==> src/rtl/pbc_pkg.sv <==
package pbc_pkg;

  typedef enum logic [1:0] {
    ST_IDLE   = 2'd0,
    ST_COMMIT = 2'd1,
    ST_WAIT   = 2'd2
  } pbc_state_e;

  // next position in a ring of 'size' entries
  function automatic int unsigned ring_next(int unsigned idx, int unsigned size);
    return (idx + 1 >= size) ? 0 : idx + 1;
  endfunction

  // array page receiving cache page 'cp' of a burst based at 'base'
  function automatic int unsigned page_target(int unsigned base, int unsigned cp,
                                              int unsigned span);
    return (base + cp) % span;
  endfunction

endpackage

==> src/rtl/pbc_cache_store.sv <==
module pbc_cache_store #(
  parameter int PAGE_BYTES = 8,
  parameter int NUM_PAGES  = 8,
  parameter int DATA_W     = 8
) (
  input  logic                           clk,
  input  logic                           rst_n,
  input  logic                           clr_i,
  input  logic                           we_i,
  input  logic [$clog2(PAGE_BYTES*NUM_PAGES)-1:0] widx_i,
  input  logic [DATA_W-1:0]              wdata_i,
  input  logic [$clog2(NUM_PAGES)-1:0]   rd_page_i,
  output logic [PAGE_BYTES*DATA_W-1:0]   rd_data_o,
  output logic [PAGE_BYTES-1:0]          rd_mask_o,
  output logic                           any_vld_o
);
  localparam int CACHE_BYTES = PAGE_BYTES * NUM_PAGES;
  localparam int IDX_W       = $clog2(CACHE_BYTES);
  localparam int OFS_W       = $clog2(PAGE_BYTES);

  logic [DATA_W-1:0]      mem_w [CACHE_BYTES];
  logic [CACHE_BYTES-1:0] vld_w;

  for (genvar b = 0; b < CACHE_BYTES; b++) begin : g_byte
    logic              vld_q;
    logic [DATA_W-1:0] data_q;
    logic              hit;
    assign hit = we_i && (widx_i == IDX_W'(b));

    always_ff @(posedge clk or negedge rst_n) begin
      if (!rst_n)      vld_q <= 1'b0;
      else if (clr_i)  vld_q <= 1'b0;
      else if (hit)    vld_q <= 1'b1;
    end

    always_ff @(posedge clk) begin
      if (hit) data_q <= wdata_i;
    end

    assign vld_w[b] = vld_q;
    assign mem_w[b] = data_q;
  end

  always_comb begin
    for (int j = 0; j < PAGE_BYTES; j++) begin
      rd_data_o[j*DATA_W +: DATA_W] = mem_w[{rd_page_i, OFS_W'(j)}];
      rd_mask_o[j]                  = vld_w[{rd_page_i, OFS_W'(j)}];
    end
  end

  assign any_vld_o = |vld_w;

endmodule

==> src/rtl/pbc_commit_fsm.sv <==
module pbc_commit_fsm #(
  parameter int NUM_PAGES   = 8,
  parameter int WAIT_CYCLES = 50000
) (
  input  logic                         clk,
  input  logic                         rst_n,
  input  logic                         go_i,
  input  logic                         page_has_data_i,
  output logic                         busy_o,
  output logic                         commit_o,
  output logic [$clog2(NUM_PAGES)-1:0] cpage_o
);
  import pbc_pkg::*;

  localparam int PG_W  = $clog2(NUM_PAGES);
  localparam int CNT_W = (WAIT_CYCLES < 2) ? 1 : $clog2(WAIT_CYCLES);

  pbc_state_e       state_q;
  logic [PG_W-1:0]  cp_q;
  logic [CNT_W-1:0] cnt_q;
  logic             last_page;

  assign last_page = (cp_q == PG_W'(NUM_PAGES - 1));

  always_ff @(posedge clk or negedge rst_n) begin
    if (!rst_n) begin
      state_q <= ST_IDLE;
      cp_q    <= '0;
      cnt_q   <= '0;
    end else begin
      case (state_q)
        ST_IDLE: begin
          if (go_i) begin
            state_q <= ST_COMMIT;
            cp_q    <= '0;
          end
        end
        ST_COMMIT: begin
          if (page_has_data_i) begin
            state_q <= ST_WAIT;
            cnt_q   <= CNT_W'(WAIT_CYCLES - 1);
          end else if (last_page) begin
            state_q <= ST_IDLE;
          end else begin
            cp_q <= PG_W'(ring_next(32'(cp_q), NUM_PAGES));
          end
        end
        ST_WAIT: begin
          if (cnt_q == '0) begin
            if (last_page) state_q <= ST_IDLE;
            else begin
              state_q <= ST_COMMIT;
              cp_q    <= PG_W'(ring_next(32'(cp_q), NUM_PAGES));
            end
          end else begin
            cnt_q <= cnt_q - 1'b1;
          end
        end
        default: state_q <= ST_IDLE;
      endcase
    end
  end

  assign busy_o   = (state_q != ST_IDLE);
  assign commit_o = (state_q == ST_COMMIT) && page_has_data_i;
  assign cpage_o  = cp_q;

endmodule

==> src/rtl/page_burst_cache.sv <==
module page_burst_cache #(
  parameter int ADDR_W      = 13,
  parameter int DATA_W      = 8,
  parameter int PAGE_BYTES  = 8,
  parameter int NUM_PAGES   = 8,
  parameter int WAIT_CYCLES = 50000
) (
  input  logic                                clk,
  input  logic                                rst_n,
  input  logic                                start_i,
  input  logic [ADDR_W-1:0]                   start_addr_i,
  input  logic                                byte_vld_i,
  input  logic [DATA_W-1:0]                   byte_i,
  input  logic                                stop_i,
  output logic                                busy_o,
  output logic                                wr_en_o,
  output logic [ADDR_W-$clog2(PAGE_BYTES)-1:0] wr_page_o,
  output logic [PAGE_BYTES*DATA_W-1:0]        wr_data_o,
  output logic [PAGE_BYTES-1:0]               wr_mask_o
);
  import pbc_pkg::*;

  localparam int OFS_W       = $clog2(PAGE_BYTES);
  localparam int PG_W        = $clog2(NUM_PAGES);
  localparam int CACHE_BYTES = PAGE_BYTES * NUM_PAGES;
  localparam int IDX_W       = $clog2(CACHE_BYTES);
  localparam int PAGE_NUM_W  = ADDR_W - OFS_W;
  localparam int PAGE_SPAN   = 1 << PAGE_NUM_W;

  logic                  armed_q;
  logic [IDX_W-1:0]      ptr_q;
  logic [PAGE_NUM_W-1:0] base_q;

  // named events, also used by the checker
  logic start_acc, stop_acc, byte_acc, drain_go, page_commit;
  logic cache_any_vld;
  logic [PG_W-1:0]               cpage;
  logic [PAGE_BYTES*DATA_W-1:0]  page_data;
  logic [PAGE_BYTES-1:0]         page_mask;

  assign start_acc = !busy_o && start_i;
  assign stop_acc  = !busy_o && !start_i && stop_i && armed_q;
  assign byte_acc  = !busy_o && !start_i && !stop_i && armed_q && byte_vld_i;
  assign drain_go  = stop_acc && cache_any_vld;

  always_ff @(posedge clk or negedge rst_n) begin
    if (!rst_n) begin
      armed_q <= 1'b0;
      ptr_q   <= '0;
      base_q  <= '0;
    end else if (start_acc) begin
      armed_q <= 1'b1;
      ptr_q   <= IDX_W'(start_addr_i[OFS_W-1:0]);
      base_q  <= start_addr_i[ADDR_W-1:OFS_W];
    end else if (stop_acc) begin
      armed_q <= 1'b0;
    end else if (byte_acc) begin
      ptr_q <= IDX_W'(ring_next(32'(ptr_q), CACHE_BYTES));
    end
  end

  pbc_cache_store #(
    .PAGE_BYTES(PAGE_BYTES), .NUM_PAGES(NUM_PAGES), .DATA_W(DATA_W)
  ) u_store (
    .clk(clk), .rst_n(rst_n),
    .clr_i(start_acc), .we_i(byte_acc), .widx_i(ptr_q), .wdata_i(byte_i),
    .rd_page_i(cpage), .rd_data_o(page_data), .rd_mask_o(page_mask),
    .any_vld_o(cache_any_vld)
  );

  pbc_commit_fsm #(
    .NUM_PAGES(NUM_PAGES), .WAIT_CYCLES(WAIT_CYCLES)
  ) u_fsm (
    .clk(clk), .rst_n(rst_n),
    .go_i(drain_go), .page_has_data_i(|page_mask),
    .busy_o(busy_o), .commit_o(page_commit), .cpage_o(cpage)
  );

  assign wr_en_o   = page_commit;
  assign wr_page_o = PAGE_NUM_W'(page_target(32'(base_q), 32'(cpage), PAGE_SPAN));
  assign wr_data_o = page_commit ? page_data : '0;
  assign wr_mask_o = page_commit ? page_mask : '0;

endmodule

==> config.mk <==
export PLATFORM = sky130hd
export DESIGN_NAME = page_burst_cache
export DESIGN_NICKNAME = d
export VERILOG_FILES = /design/src/rtl/pbc_pkg.sv /design/src/rtl/pbc_cache_store.sv /design/src/rtl/pbc_commit_fsm.sv /design/src/rtl/page_burst_cache.sv
export SDC_FILE = /design/constraint.sdc
export NUM_CORES = 1
export LEC_CHECK = 0
export BUFFER_PORTS_ARGS = -buffer_cell sky130_fd_sc_hd__buf_2
export CAP_MARGIN = 5
export CORE_AREA = 2 2 220 222
export DETAILED_ROUTE_END_ITERATION = 10
export DIE_AREA = 0 0 222 224
export PLACE_DENSITY_LB_ADDON = 0.15
export SYNTH_ARGS = -nofsm -noshare
export SYNTH_HDL_FRONTEND = slang
export SYNTH_HIERARCHICAL = 1
export SYNTH_SLANG_ARGS = --single-unit
==> constraint.sdc <==
create_clock -name clk -period 3.85 [get_ports clk]
set_clock_uncertainty 0.15 [all_clocks]
set_input_delay 0.1925 -clock clk [delete_from_list [all_inputs] [get_ports clk]]
set_output_delay 0.1925 -clock clk [all_outputs]
set_load 0.005 [all_outputs]
== Yosys cells after proc, flatten, opt, wreduce, memory -nomap -nowiden ==
Cells that the tools add are included.

* Add/sub/neg operators: 4
* Magnitude comparators: 18
* Equality and inequality tests: 73
* Mux-type cells: 191
* Bitwise operators: 8
* Reduce and logical (&&, ||, !) cells: 154

{| class="wikitable"
|+ Operator list
! cell !! count
|-
| binary-select mux 8 bit (select 6 bit) || 8
|-
| equality test 6 bit, second input constant || 32
|-
| two-way mux 1 bit || 139
|-
| two-way mux 8 bit || 17
|-
| nonzero test 2 bit || 68
|-
| equality test 6 x 5 -> 1 bit, second input constant || 16
|-
| logical AND 1 bit || 73
|-
| two-way mux 64 bit || 1
|-
| OR reduction 64 bit || 1
|-
| >= comparator 7 bit, second input constant || 9
|-
| less-than comparator 6 x 7 -> 1 bit, second input constant || 8
|-
| inverter 6 -> 7 bit || 8
|-
| equality test 6 x 4 -> 1 bit, second input constant || 8
|-
| two-way mux 16 bit || 2
|-
| one-hot mux 16 bit (2 select lines) || 1
|-
| binary-select mux 1 bit (select 3 bit) || 8
|-
| equality test 6 x 3 -> 1 bit, second input constant || 4
|-
| two-way mux 6 bit || 4
|-
| logical NOT 16 bit || 1
|-
| subtractor 16 x 1 -> 16 bit, second input constant || 1
|-
| two-way mux 3 bit || 5
|-
| equality test 6 x 2 -> 1 bit, second input constant || 2
|-
| adder 10 x 3 -> 10 bit || 1
|-
| one-hot mux 3 bit (3 select lines) || 1
|-
| 20 further kinds || 30
|}

* Flip-flop bits (word level): 614
* Output and inout bits: 84
* Word-level logic and storage cells: 582

== Logic depth before layout (Yosys ltp) ==
* Depth after elaboration: 9
* Gate-level depth with buffers: 12

== Hierarchy ==
Netlist, hierarchy kept.

{| class="wikitable"
|+ By module, submodules not included
! module !! times used !! cells an instance !! area an instance (um^2) !! sequential area each (um^2)
|-
| pbc_cache_store || 1 || 1,121 || 22,930.7 || 16,976.3
|-
| page_burst_cache || 1 || 200 || 1,569.0 || 425.4
|-
| pbc_commit_fsm || 1 || 141 || 1,342.5 || 525.5
|}

== Worst setup path after synthesis ==
Ideal clock, no wire load.

* Kind: register to register
* Start point: reg u_fsm.cp_q[0], in the netlist u_fsm/cpage_o[0]
* End point: reg u_fsm.cp_q[0], in the netlist u_fsm/cpage_o[0]
* Library setup time: 125 ps
* Data arrival time: 2,840 ps
* Required time: 3,575 ps
* Slack: 735 ps
* Cell stages (with the launch flop): 11
* Cells stage by stage: dfrtp_1 buf_6 buf_2 mux4_2 mux2_2 nor4_1 nand2_1 nand2_1 o311ai_0 or3_1 mux2_2

{| class="wikitable"
|+ RTL lines
! item !! line !! source
|-
| start: declaration || pbc_commit_fsm.sv:19 || <nowiki>logic [PG_W-1:0] cp_q;</nowiki>
|-
| start signal: assignment || pbc_commit_fsm.sv:45 || <nowiki>cp_q <= PG_W'(ring_next(32'(cp_q), NUM_PAGES));</nowiki>
|-
| start signal: assignment || pbc_commit_fsm.sv:53 || <nowiki>cp_q <= PG_W'(ring_next(32'(cp_q), NUM_PAGES));</nowiki>
|-
| binary-select mux 1 bit (select 3 bit) || pbc_cache_store.sv:47 || <nowiki>rd_mask_o[j] = vld_w[{rd_page_i, OFS_W'(j)}];</nowiki>
|-
| two-way mux 1 bit (not written as such) || pbc_cache_store.sv:47 ||
|-
| net page_mask[6] || page_burst_cache.sv:39 || <nowiki>logic [PAGE_BYTES-1:0] page_mask;</nowiki>
|-
| OR reduction 8 bit || page_burst_cache.sv:75 || <nowiki>.go_i(drain_go), .page_has_data_i(|page_mask),</nowiki>
|-
| inequality test 2 bit (no source line) || -- ||
|-
| AND reduction 4 bit (no source line) || -- ||
|}

The timed path passes the listed nets, and every way through them passes these cells. The select of a mux whose other input is x is not followed.
A chain may end at the register's enable or synchronous reset.

== Worst setup path after layout ==
* Start point: reg u_fsm.cp_q[0], in the netlist u_fsm/cpage_o[0]
* End point: out wr_data_o[59]

* Word-level cells in the longest chain between the ends: 5

{| class="wikitable"
|+ Ends and longest elaborated chain
! item !! line !! source
|-
| binary-select mux 1 bit (select 3 bit) || pbc_cache_store.sv:47 ||
|-
| two-way mux 1 bit (not written as such) || pbc_cache_store.sv:47 ||
|-
| net page_mask[2] || page_burst_cache.sv:39 ||
|-
| OR reduction 8 bit || page_burst_cache.sv:75 ||
|-
| logical AND 1 bit || pbc_commit_fsm.sv:65 || <nowiki>assign commit_o = (state_q == ST_COMMIT) && page_has_data_i;</nowiki>
|-
| two-way mux 64 bit || page_burst_cache.sv:81 || <nowiki>assign wr_data_o = page_commit ? page_data : '0;</nowiki>
|-
| end: declaration || page_burst_cache.sv:18 || <nowiki>output logic [PAGE_BYTES*DATA_W-1:0] wr_data_o,</nowiki>
|}

The timed path passes the listed nets, and every way through them passes these cells. The select of a mux whose other input is x is not followed.

==> key figures <==
Status
  • Outcome: completed

STA
  • Tightest Pin Transition: 1210 ps
  • Setup slack after layout: 187 ps
  • Finish-stage setup viols: 0
  • Fin Hold WS: 1.83 ps
  • RSZ-0062 raised after global routing: no
  • Max-slew violations: 0
  • Fin crit share: 0.951
  • Setup TNS Final: 0 ps
  • Worst slew margin: 0.191
  • Final period demand of the worst path: 3660 ps
  • Fin. Hold Viols: 0
  • Fmax: 273 MHz

Power
  • Static Leak: 10.4 nW
  • Internal: 0.0126 W
  • Flop pwr share: 0.435
  • Switching power: 0.00484 W
  • PD cells: 593 nW/um^2
  • Clk network pwr share: 0.318
  • Maximum VDD drop: 448 uV
  • Comb power frac: 0.247
  • Switching portion of total power: 0.278

Critical path
  • Crit path launch: u_fsm/cpage_o[0]
  • Worst Reg2Reg Path Length in Cells: 9
  • Reg2reg setup slack: 690 ps
  • CP Max Fanout: 38
  • Setup crit end: wr_data_o[59]
  • Critical path class: flop to output port
  • Setup crit start kind: flop
  • Setup crit end kind: output port
  • Reg2reg end: u_fsm/cpage_o[0]
  • Crit path arrival time: 3320 ps
  • R2r startpoint: u_fsm/cpage_o[0]
  • Data required, critical path: 3510 ps

Drt
  • Post-route ant nets: 0
  • 1st-iter DRT viols: 1135
  • Initial DRT Pass Iterations: 5
  • Via density: 6.01
  • Routed WL: 55000 um
  • Routed wire length per instance: 23.8 um
  • Total number of vias: 13.9k
  • # DRC: 0

Layout
  • Share of layout cells above drive strength 1: 0.293
  • FILL cells: 3448
  • Number of diodes: 0
  • Final Instance Count excl. Fillers: 2307
  • Final #Nets: 1682
  • P&R area growth vs syn: 13.6%
  • Finished Cell Area: 29400 um^2

Place
  • GPL Wtd Cong: 0.841
  • Buffers added on ports: 109
  • Post-Place Cells: 2163
  • Area after DPL: 27200 um^2
  • Post-Place Worst Slack: 334 ps
  • Post-DP HPWL: 32300 um

Global routing
  • First-pass GRT wire length: 85200 um
  • GRT Util Overall: 0.227
  • Vias in the first global route: 14.2k
  • Initial antenna violation count: 0
  • Overflow after GRT: 0
  • Pin count of the biggest net entering global routing: 65

Yosys
  • Top FF cell, synth: edfxtp_1
  • Sequential cell area fraction in the yosys report: 0.694
  • Async S/R FF share, synth: 0.166
  • Yosys reg bits: 614
  • Synth Cell Area: 25800 um^2
  • Syn Nets: 1500
  • Synth Instances: 1462
  • Count leader, synth: edfxtp_1
  • Mean Syn Cell Area: 17.7 um^2
  • Post-synthesis cell type count: 74
  • Cell taking the most area after synthesis: edfxtp_1
  • Synth top cells by count: edfxtp_1, mux4_2, nor2_1, dfrtp_1, and2_1
  • Post-synth top area share: 0.595
  • Synth Warn #: 6
  • Synth top area cells: edfxtp_1, mux4_2, dfrtp_1, mux2_4, nor2_1
  • Number of synthesized flops with an enable pin: 512

CTS
  • Htree depth: 2
  • CTS tree: built
  • CTS max path bufs: 3
  • Root buffer cell: clkbuf_16
  • Clock sinks: 614
  • Clock transition at path regs: 60 ps
  • Later-pin clock latency in the skew report: 620 ps
  • Num CTS Buffers: 61

Floorplanning
  • Die Height: 224 um
  • Core Area: 47300 um^2
  • Die area: 49700 um^2
  • Die width: 222 um
  • Initial Util: 0.546
  • IO Count: 110
  • Row count: 80

Min path
  • HP Class: input port to asynchronous set/reset pin

Run
  • Max-cap violations: 0
==> routing by layer <==
| metal | GRT usage | part of all wire |
|---|---|---|
| met5 | 0 | 0 |
| met1 | 0.319 | 0.43 |
| met2 | 0.383 | 0.50 |
| met3 | 0.0296 | 0.050 |
| met4 | 0.0536 | 0.014 |
==> flip-flops by register name, summed over array words and instances, names as in the netlist <==
signal / cells
u_store/g_byte.data_q: 512
u_store/g_byte.vld_q: 64
u_fsm/cnt_q: 16
base_q: 10
ptr_q: 6
u_fsm/cpage_o: 3
u_fsm/state_q: 2
armed_q: 1
==> power by group through the flow <==
stage,Sequential [W],Clock [W],Combinational [W]
floorplan,0.00757,0,0.00323
global placement,0.00776,0,0.00409
detailed placement,0.00776,0,0.00412
CTS,0.00757,0.00566,0.00436
global route,0.00759,0.00590,0.00467
finish,0.00757,0.00554,0.00430
==> cells in the final DEF, fill, tap and decap left out, drive strengths merged, types with 5 or more instances in the layout <==
cell         netlist  final
nor2             140    140
edfxtp           512    512
nand4              8      8
and4bb             7      7
buf               39    174
dlygate4sd3        0     28
ha                11     11
nand2b             5      5
o21ai              9      9
clkinv             0     29
mux2              76     76
or4               12     12
nand3             15     15
nor2b              6      6
nor3               9      9
o31ai              9      9
mux4             144    144
nor4              27     27
clkbuf            44     78
nand2             50     50
or3                7      7
a21oi             73     73
inv               15     15
mux2i              6      6
and2              76     76
dfrtp            102    102
xnor2              5      5
and3               5      5
==> metrics by stage <==
stage / utilization / power (W)
final: 0.620 / 0.0174
after global routing: 0.620 / 0.0181
after CTS: 0.620 / 0.0176
after detailed placement: 0.574 / 0.0119
after global placement: 0.574 / 0.0119
after floorplan: - / 0.0108
==> worst max-delay path, cell delays in order, from the launching register on <==
cell,delay [ps]
dfrtp_4,490
buf_12,150
mux4_2,490
mux2_2,290
nor4_1,270
nand2_1,170
nand2_1,160
inv_2,50
buf_4,230
and2_1,220
buf_2,130
==> how the worst min path moves through the flow <==
| stage | endpoint | slack [ps] | depth (start not counted) |
|---|---|---|---|
| after floorplan | armed_q | -250 | 0 |
| after global placement | base_q[6] | 140 | 1 |
| after detailed placement | base_q[6] | 150 | 1 |
| after CTS | ptr_q[3] | 20 | 4 |
| after global routing | base_q[6] | 60 | 2 |
| final | base_q[6] | 2 | 2 |
==> kinds of logic (layout without fill, tap and decap cells) <==
family / after synthesis / in the layout / share of synthesized area
buffers and inverters: 98 / 328 / 0.0204
multiplexers: 226 / 226 / 0.170
adder cells (fa/ha/maj): 12 / 12 / 0.00610
AO/OA/AOI/OAI: 113 / 113 / 0.0258
flip-flops: 614 / 614 / 0.694
XOR/XNOR: 8 / 8 / 0.00271
AND/OR/NAND/NOR: 391 / 391 / 0.0814
==> area by class of cell <==
type	instances	area, um^2	area share
multi-input cells	750	7390	0.252
clock inverters	33	264	0.00899
well taps	615	769	0.0262
flip-flops and latches	614	17900	0.611
inverters	15	56.3	0.00192
repair buffers	202	1360	0.0462
clock buffers	78	1590	0.0542
==> repair_timing <==
item                                   in CTS  in global routing
endpoints found under the hold margin      99                  0
buffers inserted                            5                  0
resized for setup                           1                  0
setup endpoints to repair                  75                  0
hold buffers                               28                  0
Note: power is estimated with default switching activity, not from simulation.
